<file path="src/rtl/jtag_spi_bridge.sv">
module jtag_spi_bridge #(
  parameter int CNT_W = 32
) (
  input  logic tck,
  input  logic rst_n,
  input  logic sel,
  input  logic capture,
  input  logic update,
  input  logic shift,
  input  logic tdi,
  output logic tdo,
  output logic sck,
  output logic cs_n,
  output logic mosi,
  input  logic miso
);
  localparam int LW = $clog2(CNT_W + 1);

  typedef enum logic [1:0] {S_IDLE, S_LEN, S_XFER} st_t;

  st_t              state;
  logic [LW-1:0]    lcnt;
  logic [CNT_W-1:0] cnt;
  logic             xfer_bit, xfer_act, miso_q, sck_en;

  wire              active  = sel & shift & ~capture & ~update;
  wire [CNT_W-1:0]  len_nxt = {cnt[CNT_W-2:0], tdi};

  always_ff @(posedge tck or negedge rst_n) begin
    if (!rst_n) begin
      state    <= S_IDLE;
      lcnt     <= '0;
      cnt      <= '0;
      xfer_bit <= 1'b0;
      xfer_act <= 1'b0;
      miso_q   <= 1'b0;
    end else begin
      miso_q   <= sck_en & miso;
      xfer_act <= 1'b0;
      if (!active) begin
        state <= S_IDLE;
      end else begin
        case (state)
          S_IDLE: if (tdi) begin
            state <= S_LEN;
            lcnt  <= '0;
            cnt   <= '0;
          end
          S_LEN: begin
            cnt  <= len_nxt;
            lcnt <= lcnt + 1'b1;
            if (lcnt == LW'(CNT_W - 1))
              state <= (len_nxt != '0) ? S_XFER : S_IDLE;
          end
          S_XFER: begin
            if (cnt != '0) begin
              xfer_bit <= tdi;
              xfer_act <= 1'b1;
              cnt      <= cnt - CNT_W'(1);
            end else begin
              state <= S_IDLE;
            end
          end
          default: state <= S_IDLE;
        endcase
      end
    end
  end

  always_ff @(negedge tck or negedge rst_n) begin
    if (!rst_n) begin
      cs_n   <= 1'b1;
      sck_en <= 1'b0;
      mosi   <= 1'b0;
      tdo    <= 1'b0;
    end else begin
      cs_n   <= (state != S_XFER);
      sck_en <= xfer_act;
      mosi   <= xfer_bit;
      tdo    <= miso_q;
    end
  end

  assign sck = tck & sck_en;

  assert_idle_hold_R1: assert property (@(posedge tck) disable iff (!rst_n)
    (state == S_IDLE && !tdi) |=> (state == S_IDLE));

  assert_count_step_R2: assert property (@(posedge tck) disable iff (!rst_n)
    (state == S_XFER && cnt != '0 && active) |=> (cnt == $past(cnt) - CNT_W'(1)));

  assert_sck_in_cs_R3: assert property (@(posedge tck) disable iff (!rst_n)
    sck_en |-> !cs_n);

  assert_abort_R8: assert property (@(posedge tck) disable iff (!rst_n)
    !active |=> cs_n);

endmodule

</file>
<file path="config.mk">
export PLATFORM = sky130hd
export DESIGN_NAME = jtag_spi_bridge
export DESIGN_NICKNAME = d
export VERILOG_FILES = /design/src/rtl/jtag_spi_bridge.sv
export SDC_FILE = /design/constraint.sdc
export NUM_CORES = 1
export LEC_CHECK = 0
export BUFFER_PORTS_ARGS = -buffer_cell sky130_fd_sc_hd__buf_2
export CAP_MARGIN = 0
export CORE_MARGIN = 5
export CORE_UTILIZATION = 58
export DETAILED_ROUTE_END_ITERATION = 6
export GPL_ROUTABILITY_DRIVEN = 0
export HOLD_SLACK_MARGIN = 0.1
export PLACE_DENSITY = 0.81
export SYNTH_ARGS = -nofsm -noshare
export SYNTH_HDL_FRONTEND = slang
export SYNTH_SLANG_ARGS = --single-unit
export TNS_END_PERCENT = 50
</file>
<file path="constraint.sdc">
create_clock -name tck -period 2.78 [get_ports tck]
set_input_delay 0.695 -clock tck [delete_from_list [all_inputs] [get_ports tck]]
set_output_delay 0.695 -clock tck [all_outputs]
set_load 0.02 [all_outputs]
</file>
== Yosys cells after proc, flatten, opt, wreduce, memory -nomap -nowiden ==
Cells that the tools add are included.

* Register bits: 47
* Output and inout bits: 4
* Word-level logic and storage cells: 51

* Add/subtract/negate cells: 2
* Equal/unequal tests: 9
* Mux-type cells: 14
* Bitwise logic cells: 7
* Reductions and logical operators: 9

{| class="wikitable"
|+ Operators by type and width
! kind !! number
|-
| case mux 32 bit (3 select lines) || 1
|-
| two-way mux 32 bit || 2
|-
| nonzero test 32 bit || 2
|-
| subtractor 32 x 1 -> 32 bit (second input constant) || 1
|-
| case mux 6 bit (2 select lines) || 1
|-
| two-way mux 2 bit || 5
|-
| inequality test 3 bit (second input constant) || 3
|-
| AND reduction 3 bit || 3
|-
| adder 6 x 1 -> 6 bit (second input constant) || 1
|-
| equality test 6 x 5 -> 1 bit (second input constant) || 1
|-
| two-way mux 6 bit || 1
|-
| inequality test 2 bit (second input constant) || 3
|-
| case mux 2 bit (3 select lines) || 1
|-
| AND 1 bit || 5
|-
| AND reduction 4 bit || 1
|-
| two-way mux 1 bit || 3
|-
| nonzero test 3 bit || 1
|-
| equality test 2 x 1 -> 1 bit (second input constant) || 1
|-
| equality test 2 bit (second input constant) || 1
|-
| logical NOT 2 bit || 1
|-
| NOT 1 bit || 2
|-
| nonzero test 2 bit || 1
|}

== Depth between registers and ports, before layout ==
Gate-level depths: netlist of the first run.

* Depth after elaboration: 5
* Mapped depth: 10
* Mapped depth without buffers: 8

==> out/results.env, run 1 <==
RUN_STATUS='finished with violations'
FAILING_CHECKS='setup timing'
SLEW_AT_THE_PIN_CLOSEST_TO_ITS_MAX_SLEW_LIMIT_NS=0.7665
SWITCHING_POWER_TOTAL_uW=426.9
SYN-NUM-NETS=335
SYN_AREA_PER_CELL_UM2=8.961
SYNTH.YOSYS.WARNINGS=0
DESIGN.CORE.AREA_UM2=4755
CRITPATHKIND='flip-flop to output pin'
LIBRARY_CELL_WITH_THE_LARGEST_SUMMED_AREA_AFTER_SYNTHESIS='dfrtp_1'
DRC_VIOLS=0
CELL_INTERNAL_PWR_mW=1.097
SEQ_AREA_FRAC_SYNTH=0.4093
TRITONCTS='built'
DRT-INITIAL-DRC-COUNT=177
ANTENNA-DIODE-COUNT=0
FIRST_PASS_GRT_WIRE_LENGTH_MM=11.54
DP.CELLS=396
FINAL_CRITICAL_PATH_SETUP_SLACK_NS=-0.4382
SEQUENTIALPOWERSHARE=0.475
SYNTH_ENABLE_FLOP_CELLS=0
MAXCAPVIOLCOUNT=0
FINAL_COUNT_OF_HOLD_TIMING_VIOLATIONS=0
GLOBAL_ROUTE.OVERFLOW_TOTAL=0
SYNTH.AREA.TOP_CELLS='dfrtp_1, o21ai_1, o21ai_0'
FINAL_NET_COUNT=354
SLEW_HEADROOM=0.4878
CTS.CLK_SLEW.WORST_PATHS_NS=0.10
YS_ASYNC_SR_FRACTION=1.000
FINALCLOCKSKEW_NS=0.07791
DOMINANTREGCELLSYNTH='dfrtp_1'
STARTING_DENSITY_OF_THE_CORE=0.6050
FINALSETUPVIOLCOUNT=5
NUMBER_OF_PORT_BUFFERS=11
CRITPATHTOPFAMILY='flip-flops'
CLK-INSERTION-DELAY-LATE_NS=0.49
COUNT_OF_BUFFERING_CELLS_ON_THE_CRITICAL_PATH_WITH_INVERTERS_INCLUDED=1
TIMING.CRITICAL_PATH.SLOWEST_CELL_DELAY_NS=0.53
SW_FRAC_OF_TOTAL=0.2802
WORST_EP_REQUIRED_TIME_NS=2.09
POWER.DENSITY_nW_PER_UM2=473.7
TOTAL_LEAKAGE_POWER_nW=1.341
SYNTHDOMINANTCELLAREASHARE=0.3741
NUM-FILL-CELLS=377
POST_ROUTE_CELLS_DRIVE_ABOVE_1_SHARE=0.1701
CLOCK_POWER_SHARE=0.391
SYNTH.FF_LATCH_COUNT=47
FINAL_MAX_SLEW_VIOL_COUNT=0
FINAL.SETUP.TNS_NS=-1.360
ROUTE.DETAILED.WL_PER_INST_UM=16.27
DRT.ANTENNA.VIOLATING_NETS=0
WORST_PATH_MAX_DELAY_CELL='dfstp_2'
R2R_SLACK_NS=0.19
POST-DP-HPWL_MM=4.465
FINAL_DESIGN_AREA_NO_FILL_UM2=3217
CHIPHEIGHT_UM=80.43
VIAS_IN_THE_FIRST_GLOBAL_ROUTE=2408
AREA_GROWTH_PCT=11.83
YOSYSUNIQUECELLTYPES=58
POWER.SHARE.COMBINATIONAL=0.135
STDCELL_COUNT=408
DATA_ARRIVAL_TIME_OF_THE_WORST_PATH_NS=2.52
START_KIND='flip-flop'
AVGVIACOUNTPERCELL=6.321
GR-USAGE-MET3=0.06390
SYN_AREA_UM2=2877
SYN-INSTANCE-COUNT=321
DRT_FIRST_PASS_ITERS=7
LAYOUT_COMMON_CELLS='dfrtp_1, o21ai_1, nor2_1'
IR_WORST_VDD_uV=275.3
GRTUSAGETOTAL=0.2298
TIMING.CRITICAL_PATH.FANOUT_MAX=1
GLOBALROUTEMET1UTIL=0.3017
DR_TOTAL_VIAS=2579
CHIPWIDTH_UM=80.43
FP.DIEAREA_UM2=6468
RSZ0062_AT_GRT='yes'
MOSTFREQUENTLAYOUTCELL='dfrtp_1'
PATH_CELLS='buf_6'
ENDPOINT_KIND='output pin'
GRT_ANTENNA_BEFORE_REPAIR=0
GRTUSAGEMET2=0.3518
POSTPLACECELLAREA_UM2=3030
MIN-DELAY-PATH-CLASS='flip-flop to flip-flop'
ROWS=25
WIRELENGTH_ROUTED_MM=6.640
TOP_USAGE_LAYER='met2'
BOUNDARYPINS=12
GRT_START_MAX_NET_PINS=34
POSTCTSSETUPREPAIRBUFS=0
[layout make-up]
type                       instances  area [um^2]  area share
clock inverter                     3        17.52    0.005445
sequential                        47         1177      0.3660
tap                               67        83.83     0.02606
clock buffer                      10        146.4     0.04551
multi-input combinational        243         1551      0.4823
inverter                          11        41.29     0.01284
timing repair buffer              27        198.9     0.06184
[final timing paths]
path | from | endpoint | cells past startpoint
max | cs_n$_DFF_NN1_ | cs_n | 1
min | xfer_bit$_DFFE_PN0N_ | xfer_bit$_DFFE_PN0N_ | 1
max reg2reg | cnt[5]$_DFFE_PN0P_ | state[1]$_DFFE_PN0P_ | 6
min reg2reg | xfer_bit$_DFFE_PN0N_ | xfer_bit$_DFFE_PN0N_ | 1
max in group asynchronous | rst_n | cs_n$_DFF_NN1_ | 2
min in group asynchronous | rst_n | miso_q$_DFF_PN0_ | 2
[Yosys cell counts (all sizes together), types with 4 or more instances]
cell and instances:
a22o 5, buf 7, mux2i 4, inv 12
a22oi 10, and2 4, clkbuf 12, nor4 6
or4 6, a21oi 22, nor2 27, nand2b 4
dfrtp 43, ha 6, nand2 23, nor3 18
or3 4, o21ai 52, a32oi 10, nand3 6
[power groups by stage]
stage	Clock [mW]	Sequential, mW	Combinational [mW]
2_1_floorplan	0.00451	0.730	0.150
3_5_place_dp	0.00451	0.736	0.202
5_1_grt	0.627	0.727	0.226
6_report	0.595	0.723	0.205
3_3_place_gp	0.00451	0.735	0.197
4_1_cts	0.599	0.722	0.204
[metal layers]
metal / wire length [um] / part of all wire
met1: 3015 / 0.45
met2: 3086 / 0.46
met3: 398 / 0.060
met4: 140 / 0.021
met5: 0 / 0
[logic make-up (layout without fill, tap and decap cells)]
kind of cell | after synthesis | in the layout | share of synthesized area
AOI/OAI and AO/OA | 120 | 120 | 0.2710
xor gates and xnor gates | 2 | 2 | 0.006091
adders and majority gates | 6 | 6 | 0.02610
DFF | 47 | 47 | 0.4093
muxes | 6 | 6 | 0.02305
and+or+nand+nor | 109 | 109 | 0.2123
buffers and inverters | 31 | 51 | 0.05219
[sequential cells by signal, summed over array words and instances, names as in the netlist]
| name | count |
|---|---|
| cnt | 32 |
| cs_n | 1 |
| lcnt | 6 |
| miso_q | 1 |
| mosi | 1 |
| sck_en | 1 |
| state | 2 |
| tdo | 1 |
| xfer_act | 1 |
| xfer_bit | 1 |
[through the flow]
stage / setup WS [ns] / hold slack, ns / power (mW) / utilization
after floorplan: 0.1037 / 0.3994 / 0.8844 / -
after CTS: -0.4298 / 0.4993 / 1.526 / 0.6766
after detailed placement: 0.04848 / 0.4774 / 0.9420 / 0.6374
after global routing: -0.4630 / 0.5054 / 1.579 / 0.6766
final: -0.4382 / 0.4944 / 1.524 / 0.6766
after global placement: 0.05409 / 0.4656 / 0.9363 / 0.6374
[repair_timing]
action,CTS,global route
pin swaps,0,0
gates resized for setup,9,0
setup endpoints to repair,5,5
hold buffers,1,0
hold endpoints to repair,1,0
Power figures use the tool's default switching activity.
==> run 2, diff against run 1 <==
--- a/config.mk
+++ b/config.mk
@@ -13,6 +13,7 @@
 export GPL_ROUTABILITY_DRIVEN = 0
 export HOLD_SLACK_MARGIN = 0.1
 export PLACE_DENSITY = 0.81
+export RECOVER_POWER = 25
 export SYNTH_ARGS = -nofsm -noshare
 export SYNTH_HDL_FRONTEND = slang
 export SYNTH_SLANG_ARGS = --single-unit
==> run 2 against run 1 <==
  * The run still ends with setup timing left
  * Sequential share of layout area grew 0.10 points
  * Clock power is essentially flat
  * Worst setup slack lost 0.0074 ns
  * Via count is essentially flat
  * Utilization shrank 0.18 points
  * Cell area shrank 0.27%
  * Clock skew is essentially flat
  * Count of clock-buffer cells in the layout is the same
  * Combinational power is essentially flat
  * Routed wire length grew 0.72%
  * Global-route usage is the same
  * Critical endpoint unchanged
  * Highest routed layer unchanged
==> out/results.env, run 2 (synthesis results as in run 1) <==
MIN-DELAY-PATH-CLASS='flip-flop to flip-flop'
POST_ROUTE_CELLS_DRIVE_ABOVE_1_SHARE=0.1613  # -0.008798
CHIPWIDTH_UM=80.43  # unchanged
REGISTER_WITH_THE_HIGHEST_FLOP_COUNT='cnt'
CELL_INTERNAL_PWR_mW=1.095  # -0.13%
ANTENNA-DIODE-COUNT=0  # unchanged
AVGVIACOUNTPERCELL=6.316  # about the same
DRT-INITIAL-DRC-COUNT=174  # -1.7%
TOP_LAYER_USED='met4'
FIRST_PASS_GRT_WIRE_LENGTH_MM=11.54  # unchanged
FINAL_CRITICAL_PATH_SETUP_SLACK_NS=-0.4456  # -0.007413 ns
GRTUSAGETOTAL=0.2298  # unchanged
POSTCTSSETUPREPAIRBUFS=0  # unchanged
CRITPATHTOPFAMILY='flip-flops'
WORST_EP_REQUIRED_TIME_NS=2.09  # about the same
SLEW_HEADROOM=0.2276  # -0.2602
DRT_FIRST_PASS_ITERS=5  # -2
FINALCLOCKSKEW_NS=0.07829  # +0.0003792 ns
FAILING_CHECKS='setup timing'
CTS.CLK_SLEW.WORST_PATHS_NS=0.10  # about the same
TOTAL_LEAKAGE_POWER_nW=1.331  # -0.75%
GLOBAL_ROUTE.OVERFLOW_TOTAL=0  # unchanged
DR_TOTAL_VIAS=2577  # -0.078%
CRITPATHKIND='flip-flop to output pin'
TIMING.CRITICAL_PATH.SLOWEST_CELL_DELAY_NS=0.54  # about the same
GRT_ANTENNA_BEFORE_REPAIR=0  # unchanged
FINAL.SETUP.TNS_NS=-1.372  # -0.01226 ns
START_KIND='flip-flop'
CHIPHEIGHT_UM=80.43  # unchanged
WORST_PATH_MAX_DELAY_CELL='dfstp_2'
RSZ0062_AT_GRT='yes'
NUMBER_OF_PORT_BUFFERS=11  # unchanged
DP.CELLS=396  # unchanged
FP.DIEAREA_UM2=6468  # unchanged
FINAL_COUNT_OF_HOLD_TIMING_VIOLATIONS=0  # unchanged
ENDPOINT_KIND='output pin'
PATH_CELLS='buf_6'
SEQUENTIALPOWERSHARE=0.475  # about the same
SW_FRAC_OF_TOTAL=0.2811  # +0.0009796
MAXCAPVIOLCOUNT=0  # unchanged
DRC_VIOLS=0  # unchanged
STDCELL_COUNT=408  # unchanged
LARGEST_REGISTER_FF_COUNT=32  # unchanged
LAYOUT_COMMON_CELLS='dfrtp_1, o21ai_1, nor2_1'
SLEW_AT_THE_PIN_CLOSEST_TO_ITS_MAX_SLEW_LIMIT_NS=1.159  # +0.3922 ns
FINAL_MAX_SLEW_VIOL_COUNT=0  # unchanged
NUM-FILL-CELLS=380  # +0.80%
FINALSETUPVIOLCOUNT=5  # unchanged
STARTING_DENSITY_OF_THE_CORE=0.6050  # unchanged
ROUTED-WL-MET2_MM=3.062  # -0.78%
DRT.ANTENNA.VIOLATING_NETS=0  # unchanged
POWER.DENSITY_nW_PER_UM2=475.0  # +0.28%
TIMING.CRITICAL_PATH.FANOUT_MAX=1  # unchanged
TRITONCTS='built'
BOUNDARYPINS=12  # unchanged
CLOCK_POWER_SHARE=0.391  # about the same
FINAL_CORE_UTIL=0.6747  # -0.001842
DATA_ARRIVAL_TIME_OF_THE_WORST_PATH_NS=2.53  # about the same
MET3WIRELENGTH_UM=455  # +14%
FINAL_NET_COUNT=354  # unchanged
COUNT_OF_BUFFERING_CELLS_ON_THE_CRITICAL_PATH_WITH_INVERTERS_INCLUDED=1  # unchanged
ROUTE.DETAILED.WL_PER_INST_UM=16.39  # +0.72%
TOTAL_POWER_mW=1.524  # about the same
LARGEST_REGISTERS='cnt (32), lcnt (6), state (2)'
PLACE_WS_NS=0.04848  # unchanged
SWITCHING_POWER_TOTAL_uW=428.4  # +0.35%
R2R_SLACK_NS=0.19  # about the same
ROWS=25  # unchanged
GRT_START_MAX_NET_PINS=34  # unchanged
IR_WORST_VDD_uV=275.1  # about the same
VIAS_IN_THE_FIRST_GLOBAL_ROUTE=2408  # unchanged
DESIGN.CORE.AREA_UM2=4755  # unchanged
POWER.SHARE.COMBINATIONAL=0.134  # about the same
AREA_GROWTH_PCT=11.53
RUN_STATUS='finished with violations'
M1WIRELENGTH_MM=3.036  # +0.70%
POST-DP-HPWL_MM=4.465  # unchanged
CLK-INSERTION-DELAY-LATE_NS=0.49  # about the same
WIRELENGTH_ROUTED_MM=6.688  # +0.72%
MOSTFREQUENTLAYOUTCELL='dfrtp_1'
## run 2: area by class of cell
class	count	area, um^2	share of cell area
Clock buffer	10	146.4	0.04563
Clock inverter	3	17.52	0.005460
Multi-Input combinational cell	243	1551	0.4836
Timing Repair Buffer	27	190.2	0.05928
Tap cell	67	83.83	0.02613
Inverter	11	41.29	0.01287
Sequential cell	47	1177	0.3670
## run 2: final timing paths
check,startpoint,to,cells past startpoint
setup reg to reg,cnt[5]$_DFFE_PN0P_,state[1]$_DFFE_PN0P_,6
setup / recovery,cs_n$_DFF_NN1_,cs_n,1
max in group asynchronous,rst_n,cs_n$_DFF_NN1_,2
hold / removal,xfer_bit$_DFFE_PN0N_,xfer_bit$_DFFE_PN0N_,1
hold reg to reg,xfer_bit$_DFFE_PN0N_,xfer_bit$_DFFE_PN0N_,1
min in group asynchronous,rst_n,miso_q$_DFF_PN0_,2
## run 2: per-stage QoR
| stage | hold WS [ns] | cell area, um^2 |
|---|---|---|
| 6_report | 0.4938 | 3208 |
| 5_1_grt | 0.5054 | 3208 |
| 4_1_cts | 0.4993 | 3217 |
| 3_5_place_dp | 0.4774 | 3030 |
| 3_3_place_gp | 0.4656 | 3030 |
| 2_1_floorplan | 0.3994 | 2877 |
## run 2: power by group through the flow
stage,registers (mW),clock network [mW],logic [mW]
floorplan,0.730,0.00451,0.150
global placement,0.735,0.00451,0.197
detailed placement,0.736,0.00451,0.202
CTS,0.722,0.599,0.204
global route,0.727,0.627,0.225
finish,0.724,0.596,0.204
## run 2: timing repair
| action | 4_1_cts | 5_1_grt |
|---|---|---|
| hold buffers | 1 | 0 |
| endpoints found under the setup margin | 5 | 5 |
| resized for setup | 9 | 0 |
| hold endpoints to repair | 1 | 0 |
## run 2: layer usage
metal | track usage | up-vias
met3 | 0.06390 | 10
li1 | - | 1233
met4 | 0.1030 | 0
met5 | 0 | -
met2 | 0.3518 | 105
met1 | 0.3017 | 1229
